===== config.mk =====
export PLATFORM = sky130hd
export DESIGN_NAME = pipe_ctrl
export DESIGN_NICKNAME = d
export VERILOG_FILES = /design/src/rtl/pipe_ctrl_pkg.sv /design/src/rtl/pc_branch_unit.sv /design/src/rtl/mem_phase_unit.sv /design/src/rtl/reg_lock_table.sv /design/src/rtl/pipe_ctrl.sv
export SDC_FILE = /design/constraint.sdc
export NUM_CORES = 1
export LEC_CHECK = 0
export BUFFER_PORTS_ARGS = -buffer_cell sky130_fd_sc_hd__buf_2
export CAP_MARGIN = 20
export CORE_UTILIZATION = 55
export CTS_BUF_LIST = sky130_fd_sc_hd__clkbuf_8
export CTS_CLUSTER_DIAMETER = 40
export CTS_CLUSTER_SIZE = 40
export DETAILED_ROUTE_END_ITERATION = 6
export PLACE_DENSITY = 0.86
export SLEW_MARGIN = 20
export SYNTH_ARGS = -nofsm -noshare
export SYNTH_HDL_FRONTEND = slang
export SYNTH_SLANG_ARGS = --single-unit

===== constraint.sdc =====
create_clock -name clk -period 2.85 [get_ports clk]
set_input_delay 0.1425 -clock clk [delete_from_list [all_inputs] [get_ports clk]]
set_output_delay 0.1425 -clock clk [all_outputs]
set_load 0.02 [all_outputs]

===== src/rtl/pipe_ctrl_pkg.sv =====
package pipe_ctrl_pkg;

    typedef enum logic [2:0] {
        CL_NOP    = 3'd0,
        CL_ALU    = 3'd1,
        CL_LOAD   = 3'd2,
        CL_STORE  = 3'd3,
        CL_BRANCH = 3'd4
    } iclass_e;

    // first source operand is read by ALU, LOAD, STORE and BRANCH
    function automatic logic uses_src_a(input logic [2:0] c);
        return (c == CL_ALU) || (c == CL_LOAD) || (c == CL_STORE) || (c == CL_BRANCH);
    endfunction

    // second source operand is read by ALU and STORE only
    function automatic logic uses_src_b(input logic [2:0] c);
        return (c == CL_ALU) || (c == CL_STORE);
    endfunction

endpackage


===== src/rtl/pc_branch_unit.sv =====
module pc_branch_unit #(
    parameter int PW = 8
) (
    input  logic          clk,
    input  logic          rst_n,
    input  logic          advance,
    input  logic          is_branch,
    input  logic          br_taken,
    input  logic [PW-1:0] br_target,
    output logic [PW-1:0] pc,
    output logic          slot_q,
    output logic          redir_q,
    output logic [PW-1:0] tgt_q,
    output logic          illegal
);
    typedef struct packed {
        logic [PW-1:0] pc;
        logic          slot;
        logic          redir;
        logic [PW-1:0] tgt;
    } br_state_t;

    br_state_t st_d, st_q;

    always_comb begin
        st_d    = st_q;
        illegal = advance && st_q.slot && is_branch;
        if (advance) begin
            if (st_q.slot) begin
                // delay slot issues now: apply or drop the recorded redirect
                st_d.pc    = st_q.redir ? st_q.tgt : st_q.pc + PW'(1);
                st_d.slot  = 1'b0;
                st_d.redir = 1'b0;
            end else begin
                st_d.pc = st_q.pc + PW'(1);
                if (is_branch) begin
                    st_d.slot  = 1'b1;
                    st_d.redir = br_taken;
                    st_d.tgt   = br_target;
                end
            end
        end
    end

    always_ff @(posedge clk or negedge rst_n) begin
        if (!rst_n) st_q <= '0;
        else        st_q <= st_d;
    end

    assign pc      = st_q.pc;
    assign slot_q  = st_q.slot;
    assign redir_q = st_q.redir;
    assign tgt_q   = st_q.tgt;
endmodule


===== src/rtl/mem_phase_unit.sv =====
module mem_phase_unit #(
    parameter int RW = 5
) (
    input  logic          clk,
    input  logic          rst_n,
    input  logic          advance,
    input  logic          is_mem,
    input  logic          is_load,
    input  logic [RW-1:0] dst,
    input  logic          mem_ready,
    output logic          busy,
    output logic          mem_stall,
    output logic          wb_valid,
    output logic [RW-1:0] wb_reg
);
    typedef struct packed {
        logic          valid;
        logic          load;
        logic [RW-1:0] dst;
    } mp_state_t;

    mp_state_t st_d, st_q;

    always_comb begin
        st_d = st_q;
        if (st_q.valid && mem_ready) st_d.valid = 1'b0;
        if (advance && is_mem) begin
            st_d.valid = 1'b1;
            st_d.load  = is_load;
            st_d.dst   = dst;
        end
    end

    always_ff @(posedge clk or negedge rst_n) begin
        if (!rst_n) st_q <= '0;
        else        st_q <= st_d;
    end

    assign busy      = st_q.valid;
    assign mem_stall = st_q.valid && !mem_ready;
    assign wb_valid  = st_q.valid && mem_ready && st_q.load;
    assign wb_reg    = st_q.dst;
endmodule


===== src/rtl/reg_lock_table.sv =====
module reg_lock_table #(
    parameter int RW = 5
) (
    input  logic          clk,
    input  logic          rst_n,
    input  logic          set_en,
    input  logic [RW-1:0] set_reg,
    input  logic          clr_en,
    input  logic [RW-1:0] clr_reg,
    input  logic          rd_a_en,
    input  logic [RW-1:0] rd_a,
    input  logic          rd_b_en,
    input  logic [RW-1:0] rd_b,
    output logic          hazard
);
    localparam int NREG = 1 << RW;

    logic [NREG-1:0] lock_d, lock_q;

    // one reservation bit per register; set wins over clear for the same register
    for (genvar g = 0; g < NREG; g++) begin : g_bit
        always_comb begin
            lock_d[g] = lock_q[g];
            if (clr_en && (clr_reg == RW'(g))) lock_d[g] = 1'b0;
            if (set_en && (set_reg == RW'(g))) lock_d[g] = 1'b1;
        end
    end

    always_ff @(posedge clk or negedge rst_n) begin
        if (!rst_n) lock_q <= '0;
        else        lock_q <= lock_d;
    end

    assign hazard = (rd_a_en && lock_q[rd_a]) || (rd_b_en && lock_q[rd_b]);
endmodule


===== src/rtl/pipe_ctrl.sv =====
module pipe_ctrl
    import pipe_ctrl_pkg::*;
#(
    parameter int PW = 8,
    parameter int RW = 5
) (
    input  logic          clk,
    input  logic          rst_n,
    input  logic [2:0]    instr_class,
    input  logic [RW-1:0] dst_reg,
    input  logic [RW-1:0] src_a,
    input  logic [RW-1:0] src_b,
    input  logic [PW-1:0] br_target,
    input  logic          br_taken,
    input  logic          mem_ready,
    output logic [PW-1:0] pc,
    output logic          fetch_en,
    output logic          exec_en,
    output logic          mem_en,
    output logic          stall,
    output logic          illegal_seq
);
    logic          is_load, is_store, is_branch, is_nop;
    logic          hazard, mem_stall, advance;
    logic          wb_valid;
    logic [RW-1:0] wb_reg;
    logic          slot_q, redir_q;
    logic [PW-1:0] tgt_q;

    assign is_load   = (instr_class == CL_LOAD);
    assign is_store  = (instr_class == CL_STORE);
    assign is_branch = (instr_class == CL_BRANCH);
    assign is_nop    = !(uses_src_a(instr_class));

    assign advance     = !mem_stall && !hazard;
    assign fetch_en    = advance;
    assign stall       = !advance;
    assign exec_en     = advance && !is_nop;

    reg_lock_table #(.RW(RW)) u_lock (
        .clk     (clk),
        .rst_n   (rst_n),
        .set_en  (advance && is_load),
        .set_reg (dst_reg),
        .clr_en  (wb_valid),
        .clr_reg (wb_reg),
        .rd_a_en (uses_src_a(instr_class)),
        .rd_a    (src_a),
        .rd_b_en (uses_src_b(instr_class)),
        .rd_b    (src_b),
        .hazard  (hazard)
    );

    mem_phase_unit #(.RW(RW)) u_mem (
        .clk       (clk),
        .rst_n     (rst_n),
        .advance   (advance),
        .is_mem    (is_load || is_store),
        .is_load   (is_load),
        .dst       (dst_reg),
        .mem_ready (mem_ready),
        .busy      (mem_en),
        .mem_stall (mem_stall),
        .wb_valid  (wb_valid),
        .wb_reg    (wb_reg)
    );

    pc_branch_unit #(.PW(PW)) u_br (
        .clk       (clk),
        .rst_n     (rst_n),
        .advance   (advance),
        .is_branch (is_branch),
        .br_taken  (br_taken),
        .br_target (br_target),
        .pc        (pc),
        .slot_q    (slot_q),
        .redir_q   (redir_q),
        .tgt_q     (tgt_q),
        .illegal   (illegal_seq)
    );
endmodule


-- Yosys cells after proc, flatten, opt, wreduce, memory -nomap -nowiden
Cells that the tools add are included.
- register bits: 57
- output and inout bits: 13
- $add $sub $neg: 1
- magnitude comparators: 2
- eq/ne operators: 66
- mux-type cells: 73
- bitwise gates (word level): 1
- reduce and logical (&&, ||, !) cells: 123
- operators by type and width (cell ; number):
    $eq 5x5->1 const B ; 32
    $eq 5x4->1 const B ; 16
    $logic_and 1x1->1 ; 75
    $reduce_bool 2->1 ; 34
    $mux 1 ; 67
    $eq 5x3->1 const B ; 8
    $eq 5x2->1 const B ; 4
    $mux 10 ; 2
    $lt 5x6->1 const B ; 2
    $bmux 1 s5 ; 2
    $eq 5x1->1 const B ; 2
    $logic_not 5->1 ; 2
    $add 8x1->8 const B ; 1
    $mux 8 ; 1
    $mux 7 ; 1
    $eq 3x2->1 const B ; 2
    $logic_or 1x1->1 ; 6
    $logic_not 1->1 ; 4
    $eq 3x1->1 const B ; 1
    $eq 3x3->1 const B ; 1
    $reduce_and 3->1 ; 1
    $reduce_and 2->1 ; 1
    $not 1->1 ; 1

-- Logic depth before layout (Yosys ltp)
Gate-level depths: netlist of run 1.
- depth after elaboration: 11
- gate-level depth with buffers: 10
- gate-level depth less buffers: 7

-- Modules after synthesis
A second synthesis of run 1 with hierarchy kept.
- cells, all modules: 291
- area total of the unflattened synthesis: 3218.1 um^2
- modules (own cells, without submodules) (module ; instances ; cells an instance ; area an instance (um^2) ; sequential area each (um^2)):
    reg_lock_table ; 1 ; 173 ; 1886.8 ; 800.8
    pc_branch_unit ; 1 ; 85 ; 920.9 ; 450.4
    mem_phase_unit ; 1 ; 22 ; 332.8 ; 175.2
    pipe_ctrl ; 1 ; 11 ; 77.6 ; 0.0

-- Worst setup path before layout of run 1
No wires, ideal clock.
- kind: input-to-output
- start point: input src_b[1]
- end point: output illegal_seq
- arrival time: 2243 ps
- setup slack: 465 ps
- cell stages on the path: 9
- cell sequence: buf_2 > mux4_2 > o32a_1 > o211ai_1 > and2_1 > buf_6 > inv_4 > buf_4 > nor2_1
- word-level cells in the longest chain between the ends: 8
- RTL lines (what ; line ; source):
    start: declaration ; pipe_ctrl.sv:12 ; input logic [RW-1:0] src_b,
    $bmux 1 s5 ; reg_lock_table.sv:34 ; assign hazard = (rd_a_en && lock_q[rd_a]) || (rd_b_en && lock_q[rd_b]);
    $mux 1 (not written as such) ; reg_lock_table.sv:34 ;
    $logic_and 1x1->1 ; reg_lock_table.sv:34 ;
    $logic_or 1x1->1 ; reg_lock_table.sv:34 ;
    $logic_not 1->1 ; pipe_ctrl.sv:35 ; assign advance = !mem_stall && !hazard;
    $logic_and 1x1->1 ; pipe_ctrl.sv:35 ;
    named net fetch_en ; pipe_ctrl.sv:17 ; output logic fetch_en,
    $logic_and 1x1->1 (2 in a row) ; pc_branch_unit.sv:27 ; illegal = advance && st_q.slot && is_branch;
    end: declaration ; pipe_ctrl.sv:21 ; output logic illegal_seq
The timed path passes the listed nets, and every way through them passes these cells. The select of a mux whose other input is x is not followed.

-- Worst setup path in the final report of run 1
- start point: register u_lock.lock_q[6]
- end point: output illegal_seq
- word-level cells in the longest chain between the ends: 8
- elaborated cells on any way between the ends: 11
- those cells by class: mux: 4; reduce/logical: 7
- RTL lines (what ; line ; source):
    start: declaration ; reg_lock_table.sv:18 ; logic [NREG-1:0] lock_d, lock_q;
    start signal: assignment ; reg_lock_table.sv:31 ; else lock_q <= lock_d;
    $bmux 1 s5 ; reg_lock_table.sv:34 ;
    $mux 1 (not written as such) ; reg_lock_table.sv:34 ;
    $logic_and 1x1->1 ; reg_lock_table.sv:34 ;
    $logic_or 1x1->1 (*) ; reg_lock_table.sv:34 ;
    $logic_not 1->1 (*) ; pipe_ctrl.sv:35 ;
    $logic_and 1x1->1 (*) ; pipe_ctrl.sv:35 ;
    $logic_and 1x1->1 (*) (2 in a row) ; pc_branch_unit.sv:27 ;
Every way passes the cells marked *; elsewhere a longest branch is shown, timed or not. The select of a mux whose other input is x is not followed.

==> impl_metrics.csv, run 1 <==
group,metric,value,unit
yosys,avgSynthCellArea,10.71,um^2
final_layout,largest_reg_flops,32,
timing,fin_setup_tns,0,ps
worst_setup_path,ff2ff_path_depth,6,
route,ant_nets,0,
worst_setup_path,crit_type,"reg2out",
placement,dp_cells,403,
yosys,yosysTopAreaCellShare,44.71,%
worst_setup_path,cpLargestDelayFamily,"compound AO/OA/AOI/OAI gates",
worst_setup_path,cp_max_fo,24,
timing,slew_headroom,51.35,%
floorplan,ioPinCount,43,
cts,h-tree-depth,3,
cts,clkLatencyLatePin,350,ps
route,wirelength,8.404,mm
yosys,ys_ff_latch,57,
cts,cts.sinks,57,
worst_setup_path,critPathBufInv,2,
final_layout,fin_cells,422,
floorplan,die_h,78.17,um
hold_path,whs_path_depth,2,
yosys,synth_compound_area_share,19.45,%
timing,slew_violations,0,
power_and_ir_drop,p_int,0.001776,W
yosys,syn_inst,298,
yosys,ys_warn_count,0,
final_layout,largest-register,"u_lock.lock_q",
power_and_ir_drop,power_density,738.8,nW/um^2
grt,grt_pass1_wl,13.52,mm
yosys,synth_top_family_by_area,"compound AO/OA/AOI/OAI gates",
cts,cts_made_buffers,9,
worst_setup_path,worstPathArrival,2630,ps
route,vias,2792,
final_layout,nNetsFinal,376,
worst_setup_path,cp_slowest_cell,"mux4_2",
worst_setup_path,crit_required,2710,ps
yosys,synth_nets,329,
grt,grt_max_degree,58,
yosys,synthTopCellsByArea,"dfrtp_1 45%, mux4_2 9.9%, o21ai_0 8.0%, mux2_2 4.6%, mux2i_1 3.8%",
worst_setup_path,cp.depth,7,
yosys,synth_area_leader_cell,"dfrtp_1",
yosys,synth_adder_area_share,0.3922,%
route,dr.pass1.iters,5,
hold_path,hp-class,"in2reg",
timing,rsz0062_at_grt,"false",
route,wl_per_cell,19.91,um
final_layout,diodes,0,
final_layout,drive_gt1_share,29.14,%
yosys,synthMuxAreaShare,18.24,%
grt,gr-total-overflow,0,
flow_run,maxCapViolCount,0,
worst_setup_path,crit_chain,"mux4_2 > o32a_1 > o211ai_1 > and2_1 > inv_4 > nor2_1 > buf_2",
power_and_ir_drop,switching_share,34.70,%
route,drtIter0Drc,341,
power_and_ir_drop,clkPwrFrac,28.5,%
outcome,status,"complete, no violations",
placement,portBuffers,42,
placement,dpl.hpwl,6.002,mm
placement,gp_congestion,1.030,
final_layout,area_growth,15.37,%
worst_setup_path,start_kind,"flop",
power_and_ir_drop,total_power,0.002720,W
yosys,syn_area,3191,um^2
cts,cts_buffer_depth,2,
yosys,synth_xor_area_share,0.2745,%
power_and_ir_drop,switchingPower,0.0009438,W
grt,grt_pass1_vias,2711,
timing,finalSetupViolCount,0,
timing,holdWs,28.49,ps
timing,max_clock_freq,0.3602,GHz
yosys,ys_types,46,
timing,fin_worst_skew,9.876,ps
final_layout,final_util,66.44,%
floorplan,core,5540,um^2
cts,cts_root_buffer,"clkbuf_8",
yosys,yosys.area_share.simple,13.96,%
timing,worst-slew-pin-transition,729.7,ps
timing,final-hold-violation-count,0,
timing,period_needed,2776,ps
floorplan,initial_core_util,57.59,%
yosys,ys_seq_area_share,44.71,%
route,via_per_inst,6.616,
power_and_ir_drop,power_leakage,1.585,nW
worst_setup_path,endpoint_kind,"output port",
grt,antenna_found_initial,0,
cts,cts_tree,"done",
route,route.detailed.drc,0,
floorplan,die_area,6110,um^2
floorplan,fp-row-count,27,
power_and_ir_drop,p_comb_share,28.5,%
power_and_ir_drop,p_seq_share,43.0,%
floorplan,die_w,78.17,um
worst_setup_path,slowest_delay,490,ps
power_and_ir_drop,peakVddDrop,0.0004037,V
grt,grt_usage,29.84,%
cts,path_clk_slew,70,ps
timing,period_share,97.41,%
## placed cells by master (no fill, tap or decap), types with 2 or more instances in the layout
cell / instances
dfrtp_1: 57
o21ai_0: 51
buf_2: 42
nand2_1: 23
nor2_1: 15
nand3_1: 15
mux4_2: 14
mux2_2: 13
mux2i_1: 12
o31ai_1: 12
clkbuf_8: 11
a21oi_1: 8
buf_4: 7
a31oi_1: 6
nand3b_1: 5
nand2b_1: 5
nor2b_1: 4
o41ai_1: 4
nor3_1: 3
inv_1: 3
and2_1: 3
or2_2: 3
nand4b_1: 3
clkinv_2: 3
o2bb2ai_1: 2
o41ai_2: 2
a22o_1: 2
or3b_2: 2
## power groups by stage
stage	Clock, W	Combinational, W	Sequential (W)
floorplan	0	0.000479	0.00120
global placement	0	0.000725	0.00116
detailed placement	0	0.000759	0.00118
CTS	0.000781	0.000766	0.00116
global route	0.000816	0.000851	0.00120
finish	0.000775	0.000774	0.00117
## final cells by class
type | count | area, um^2
Inverter | 4 | 17.52
Timing Repair Buffer | 50 | 272.8
Multi-Input combinational cell | 223 | 1669
Clock buffer | 11 | 151.4
Fill cell | 452 | 1859
Clock inverter | 5 | 53.80
Tap cell | 72 | 90.09
Sequential cell | 57 | 1426
## metal layers
layer / part of all wire (%) / track usage, %
met1: 42 / 40.25
met2: 47 / 45.70
met3: 8.5 / 5.814
met4: 2.6 / 16.11
met5: 0 / 0
## cell usage after synthesis (all sizes together)
cell / instances
nand3: 15
clkbuf: 7
o311ai: 1
nand4b: 3
nand3b: 5
dfrtp: 57
xor2: 1
nor2: 15
or2: 3
o21ai: 51
or3: 1
o22ai: 1
nor3: 3
a21o: 1
a31oi: 7
a41oi: 1
mux2i: 12
a22o: 2
a22oi: 1
o211ai: 1
buf: 7
o2bb2ai: 2
or3b: 2
o32ai: 1
nor2b: 4
mux4: 14
a21oi: 8
and3: 1
a311oi: 1
nor3b: 1
nand2b: 5
ha: 1
inv: 4
o31ai: 12
nor4: 1
nand2: 23
mux2: 13
and2: 3
o32a: 1
o41ai: 6
## kinds of logic (layout without fill, tap and decap cells)
kind of cell,after synthesis,after routing
compound gates,97,97
simple gates,85,85
flops,57,57
mux,39,39
buf+inv,18,70
fa+ha+maj,1,1
xor+xnor,1,1
## worst paths after layout
kind / from / endpoint / slack (ps)
setup / recovery: u_lock.lock_q[6] / illegal_seq / 70
hold / removal: br_target[6] / u_br.tgt_q[6] / 30
setup reg to reg: u_lock.lock_q[6] / u_mem.wb_reg[1] / 280
hold reg to reg: u_br.tgt_q[1] / u_br.tgt_q[1] / 520
max in group asynchronous: rst_n / u_lock.lock_q[14] / 1880
min in group asynchronous: rst_n / u_lock.lock_q[20] / 450
## worst register-to-register path, stage by stage (launching register included)
cell and delay [ps]:
dfrtp_1 410, mux4_2 490, o32a_1 300, o211ai_1 370, buf_4 190, nand4b_1 310, mux2_2 390
## per-stage QoR
step / setup slack [ps] / instance area [um^2]
5_1_grt: 18.66 / 3681
3_5_place_dp: 246.8 / 3451
2_1_floorplan: 464.9 / 3191
6_report: 73.81 / 3681
3_3_place_gp: 277.6 / 3451
4_1_cts: 47.64 / 3666
## timing repair
action	4_1_cts	5_1_grt
resized for setup	0	0
setup endpoints to repair	0	2
hold buffers	1	0
endpoints found under the hold margin	57	0
setup buffers	0	2
Power figures use the tool's default switching activity.
==> inputs of run 2 (changes only) <==
--- a/config.mk
+++ b/config.mk
@@ -6,13 +6,14 @@
 export NUM_CORES = 1
 export LEC_CHECK = 0
 export BUFFER_PORTS_ARGS = -buffer_cell sky130_fd_sc_hd__buf_2
-export CAP_MARGIN = 20
+export CAP_MARGIN = 25
 export CORE_UTILIZATION = 55
 export CTS_BUF_LIST = sky130_fd_sc_hd__clkbuf_8
 export CTS_CLUSTER_DIAMETER = 40
 export CTS_CLUSTER_SIZE = 40
 export DETAILED_ROUTE_END_ITERATION = 6
 export PLACE_DENSITY = 0.86
+export RECOVER_POWER = 25
 export SLEW_MARGIN = 20
 export SYNTH_ARGS = -nofsm -noshare
 export SYNTH_HDL_FRONTEND = slang
==> run 2 against run 1 <==
  * Routed wire length down 0.17%
  * Utilization down 0.14 points
  * Maximum frequency up 0.79%
  * Sequential share of layout area up 0.079 points
  * Critical path depth unchanged
  * Worst setup slack better by 22 ps
  * Worst hold slack better by 3.0 ps
  * Critical path type unchanged
  * Combinational power down 1%
  * Via count up 0.54%
  * Die area unchanged
==> impl_metrics.csv, run 2 (synthesis results as in run 1) <==
group,metric,value,unit
outcome,status,"complete, no violations",
final_layout,diodes,0,
worst_setup_path,crit_required,2710,ps
power_and_ir_drop,total_power,0.002711,W
final_layout,fill_cells,455,
worst_setup_path,worstPathArrival,2610,ps
worst_setup_path,startpoint,"u_lock.lock_q[6]",
floorplan,initial_core_util,57.59,%
final_layout,final_cell_mix,"57 x dfrtp_1, 51 x o21ai_0, 38 x buf_2, 23 x nand2_1",
route,route.detailed.drc,0,
final_layout,nNetsFinal,376,
floorplan,die_area,6110,um^2
route,wirelength,8.390,mm
timing,slew_violations,0,
hold_path,whs_path_depth,2,
power_and_ir_drop,peakVddDrop,0.0004038,V
final_layout,mostFrequentLayoutCell,"dfrtp_1",
cts,cts_root_buffer,"clkbuf_8",
worst_setup_path,r2r-start,"u_lock.lock_q[6]",
timing,finalSetupViolCount,0,
final_layout,area_growth,15.14,%
flow_run,maxCapViolCount,0,
route,wl_met3,731,um
route,dr.pass1.iters,7,
timing,final-hold-violation-count,0,
route,drtIter0Drc,334,
worst_setup_path,crit_chain,"mux4_2 > o32a_1 > o211ai_1 > and2_1 > inv_4 > nor2_1 > buf_2",
hold_path,min_from,"br_target[6]",
worst_setup_path,start_kind,"flop",
cts,h-tree-depth,3,
cts,cts_made_buffers,9,
timing,rsz0062_at_grt,"false",
grt,grt_pass1_wl,13.52,mm
cts,clkLatencyLatePin,340,ps
route,vias,2807,
placement,dpl.hpwl,6.002,mm
grt,antenna_found_initial,0,
worst_setup_path,ff2ff_path_depth,6,
floorplan,die_w,78.17,um
route,ant_nets,0,
final_layout,largest-register,"u_lock.lock_q",
timing,period_needed,2754,ps
grt,grt_usage,29.84,%
cts,cts_tree,"done",
worst_setup_path,critPathBufInv,2,
worst_setup_path,cp.depth,7,
power_and_ir_drop,power_density,738.1,nW/um^2
timing,worst-slew-pin-transition,1403,ps
final_layout,drive_gt1_share,28.00,%
route,top_layer_used,"met4",
hold_path,hp-class,"in2reg",
timing,slew_headroom,6.467,%
route,via_per_inst,6.652,
route,drt-met1-wl,3.472,mm
grt,grt_max_degree,58,
placement,portBuffers,42,
floorplan,ioPinCount,43,
timing,period_share,96.64,%
worst_setup_path,crit_type,"reg2out",
worst_setup_path,cp_max_fo,24,
worst_setup_path,cp_slowest_cell,"mux4_2",
floorplan,core,5540,um^2
timing,max_clock_freq,0.3631,GHz
worst_setup_path,cpLargestDelayFamily,"compound AO/OA/AOI/OAI gates",
final_layout,largest_reg_flops,32,
floorplan,die_h,78.17,um
power_and_ir_drop,power_leakage,1.573,nW
cts,cts.sinks,57,
worst_setup_path,endpoint_kind,"output port",
worst_setup_path,slowest_delay,480,ps
cts,cts_buffer_depth,2,
cts,path_clk_slew,70,ps
placement,gp_congestion,1.030,
cts,cts_resized,0,
timing,fin_setup_tns,0,ps
grt,gr-total-overflow,0,
grt,grt_pass1_vias,2711,
route,wl_per_cell,19.88,um
route,wl_met2,3.942,mm
timing,fin_worst_skew,11.72,ps
floorplan,fp-row-count,27,
## run 2: changes by cell type in the layout (fill, tap and decap cells not counted), sizes merged
cell	change
buf	-5
clkbuf	+5
## run 2: path summary, 6_finish.rpt
path                                          end  slack [ps]
worst max-delay path                  illegal_seq         100
worst min-delay path                u_br.tgt_q[6]          30
worst max register to register    u_mem.wb_reg[1]         300
worst min register to register      u_br.tgt_q[1]         520
max in group asynchronous       u_lock.lock_q[14]        1250
min in group asynchronous       u_lock.lock_q[20]         720
## run 2: power by group
| group | internal [W] | switching [W] | leakage, nW |
|---|---|---|---|
| clock | 0.000448 | 0.000325 | 0.109 |
| sequential | 0.000994 | 0.000178 | 0.727 |
| combinational | 0.000328 | 0.000439 | 0.737 |
## run 2: what timing repair did
| action | 4_1_cts | 5_1_grt |
|---|---|---|
| setup endpoints to repair | 0 | 2 |
| buffers inserted | 0 | 2 |
| hold endpoints to repair | 57 | 0 |
| hold buffers | 1 | 0 |
## run 2: area by class of cell
class | count | area [um^2] | share of cell area (%)
Multi-Input combinational cell | 223 | 1669 | 45.44
Sequential cell | 57 | 1426 | 38.83
Tap cell | 72 | 90.09 | 2.452
Clock buffer | 11 | 151.4 | 4.121
Inverter | 4 | 17.52 | 0.4768
Clock inverter | 5 | 53.80 | 1.465
Timing Repair Buffer | 50 | 265.3 | 7.221
## run 2: layer usage
| metal | global-route usage [%] | vias up |
|---|---|---|
| met3 | 5.814 | 28 |
| met1 | 40.25 | 1374 |
| met2 | 45.70 | 170 |
| met5 | 0 | - |
| met4 | 16.11 | 0 |
| li1 | - | 1235 |
## run 2: per-stage QoR
stage	utilization, %	hold slack, ps	setup WS (ps)	area [um^2]	cells
3_3_place_gp	62.29	318.0	277.6	3451	403
6_report	66.31	31.48	95.65	3674	422
3_5_place_dp	62.29	318.4	246.8	3451	403
5_1_grt	66.31	33.35	18.66	3674	422
2_1_floorplan	-	-153.1	464.9	3191	298
4_1_cts	66.17	21.78	47.64	3666	420
==> inputs of run 3 (changes only) <==
--- a/config.mk
+++ b/config.mk
@@ -12,6 +12,7 @@
 export CTS_CLUSTER_DIAMETER = 40
 export CTS_CLUSTER_SIZE = 40
 export DETAILED_ROUTE_END_ITERATION = 6
+export HOLD_SLACK_MARGIN = 0.08
 export PLACE_DENSITY = 0.86
 export RECOVER_POWER = 25
 export SLEW_MARGIN = 20
==> run 3 against run 2 <==
  * Cell count is 1.9% higher
  * Clock skew is 2.1 ps lower
  * Clock power is 0.6% higher
  * Routed wire length is 1.7% higher
  * Critical path depth stayed put
  * Combinational power is 1% higher
  * Power is 0.44% higher
  * Critical path type unchanged
  * Critical endpoint unchanged
==> impl_metrics.csv, run 3 (synthesis results as in run 1) <==
group,metric,value,unit
outcome,status,"complete, no violations",
cts,cts_buffer_depth,2,
floorplan,die_area,6110,um^2
timing,holdWs,110.2,ps
route,wirelength,8.531,mm
grt,antenna_found_initial,0,
floorplan,die_w,78.17,um
grt,grt_max_degree,58,
power_and_ir_drop,power_leakage,1.604,nW
placement,dpl.hpwl,6.002,mm
power_and_ir_drop,peakVddDrop,0.0004413,V
cts,cts_resized,0,
timing,finalSetupViolCount,0,
flow_run,maxCapViolCount,0,
worst_setup_path,crit_chain,"mux4_2 > o32a_1 > o211ai_1 > and2_1 > inv_4 > nor2_1 > buf_2",
floorplan,fp-row-count,27,
final_layout,drive_gt1_share,27.09,%
placement,portBuffers,42,
timing,slew_headroom,5.944,%
cts,h-tree-depth,3,
worst_setup_path,cp_slowest_cell,"mux4_2",
final_layout,diodes,0,
route,vias,2846,
floorplan,initial_core_util,57.59,%
worst_setup_path,crit_required,2710,ps
hold_path,hp-class,"in2reg",
route,dr.pass1.iters,7,
cts,clkLatencyLatePin,340,ps
route,drtIter0Drc,351,
cts,cts_root_buffer,"clkbuf_8",
timing,slew_violations,0,
cts,path_clk_slew,70,ps
route,route.detailed.drc,0,
floorplan,core,5540,um^2
final_layout,area_growth,17.61,%
timing,fin_setup_tns,0,ps
timing,period_share,98.07,%
power_and_ir_drop,power_density,725.8,nW/um^2
floorplan,ioPinCount,43,
grt,grt_pass1_vias,2773,
cts,cts_made_buffers,9,
worst_setup_path,cp.depth,7,
placement,gp_congestion,1.030,
timing,worst-slew-pin-transition,1411,ps
route,wl_per_cell,19.84,um
timing,max_clock_freq,0.3578,GHz
hold_path,whs_path_depth,2,
final_layout,largest-register,"u_lock.lock_q",
final_layout,fill_cells,443,
worst_setup_path,ff2ff_path_depth,6,
final_layout,largest_reg_flops,32,
final_layout,mostFrequentLayoutCell,"dfrtp_1",
final_layout,final_cell_mix,"57 x dfrtp_1, 51 x o21ai_0, 37 x buf_2, 23 x nand2_1",
floorplan,die_h,78.17,um
final_layout,fin_area,3752,um^2
worst_setup_path,start_kind,"flop",
final_layout,nNetsFinal,384,
cts,cts_tree,"done",
worst_setup_path,critPathBufInv,2,
route,ant_nets,0,
worst_setup_path,cpLargestDelayFamily,"compound AO/OA/AOI/OAI gates",
route,via_per_inst,6.619,
timing,period_needed,2795,ps
timing,rsz0062_at_grt,"false",
cts,cts.sinks,57,
worst_setup_path,cp_max_fo,24,
timing,fin_worst_skew,9.571,ps
worst_setup_path,worstPathArrival,2650,ps
grt,grt_usage,30.63,%
worst_setup_path,crit_type,"reg2out",
timing,final-hold-violation-count,0,
placement,placed_area,3451,um^2
final_layout,final_util,67.73,%
grt,gr-total-overflow,0,
worst_setup_path,slowest_delay,480,ps
worst_setup_path,endpoint_kind,"output port",
grt,grt_pass1_wl,13.86,mm
run 3: layout make-up:
class / count / area, um^2 / share of cell area (%)
well taps: 72 / 90.09 / 2.401
inverters: 4 / 17.52 / 0.4668
clock buffers: 11 / 151.4 / 4.035
multi-input cells: 223 / 1669 / 44.48
flip-flops and latches: 57 / 1426 / 38.01
repair buffers: 58 / 344.1 / 9.170
clock inverters: 5 / 53.80 / 1.434
run 3: where the power goes:
group	internal [W]	switching, W	total (W)
clock network	0.000448	0.000331	0.000778
logic	0.000333	0.000441	0.000774
registers	0.000994	0.000177	0.00117
total	0.00177	0.000949	0.00272
run 3: path summary, 6_finish.rpt:
| path | from | end | slack [ps] |
|---|---|---|---|
| setup / recovery | u_lock.lock_q[6] | illegal_seq | 60 |
| hold / removal | dst_reg[4] | u_mem.wb_reg[4] | 110 |
| setup reg to reg | u_lock.lock_q[6] | u_mem.wb_reg[1] | 270 |
| hold reg to reg | u_br.tgt_q[5] | u_br.tgt_q[5] | 520 |
| max in group asynchronous | rst_n | u_lock.lock_q[14] | 1240 |
| min in group asynchronous | rst_n | u_lock.lock_q[20] | 720 |
run 3: metrics by stage:
step	instances	power, W	setup WS (ps)
after floorplan	298	0.001680	464.9
after global placement	403	0.001889	277.6
after detailed placement	403	0.001936	246.8
after CTS	428	0.002718	47.64
after global routing	430	0.002865	19.42
final	430	0.002723	55.01
run 3: repair_timing:
item                       in CTS  in global routing
hold endpoints to repair       65                  0
setup endpoints to repair       0                  1
buffers inserted                0                  2
hold buffers                    9                  0
run 3: routing by layer:
layer	vias up	share of wire, %	global-route usage [%]
li1	1253	-	-
met1	1379	41	41.11
met2	176	47	47.11
met3	38	8.4	5.814
met4	0	3.4	16.85
met5	-	0	0
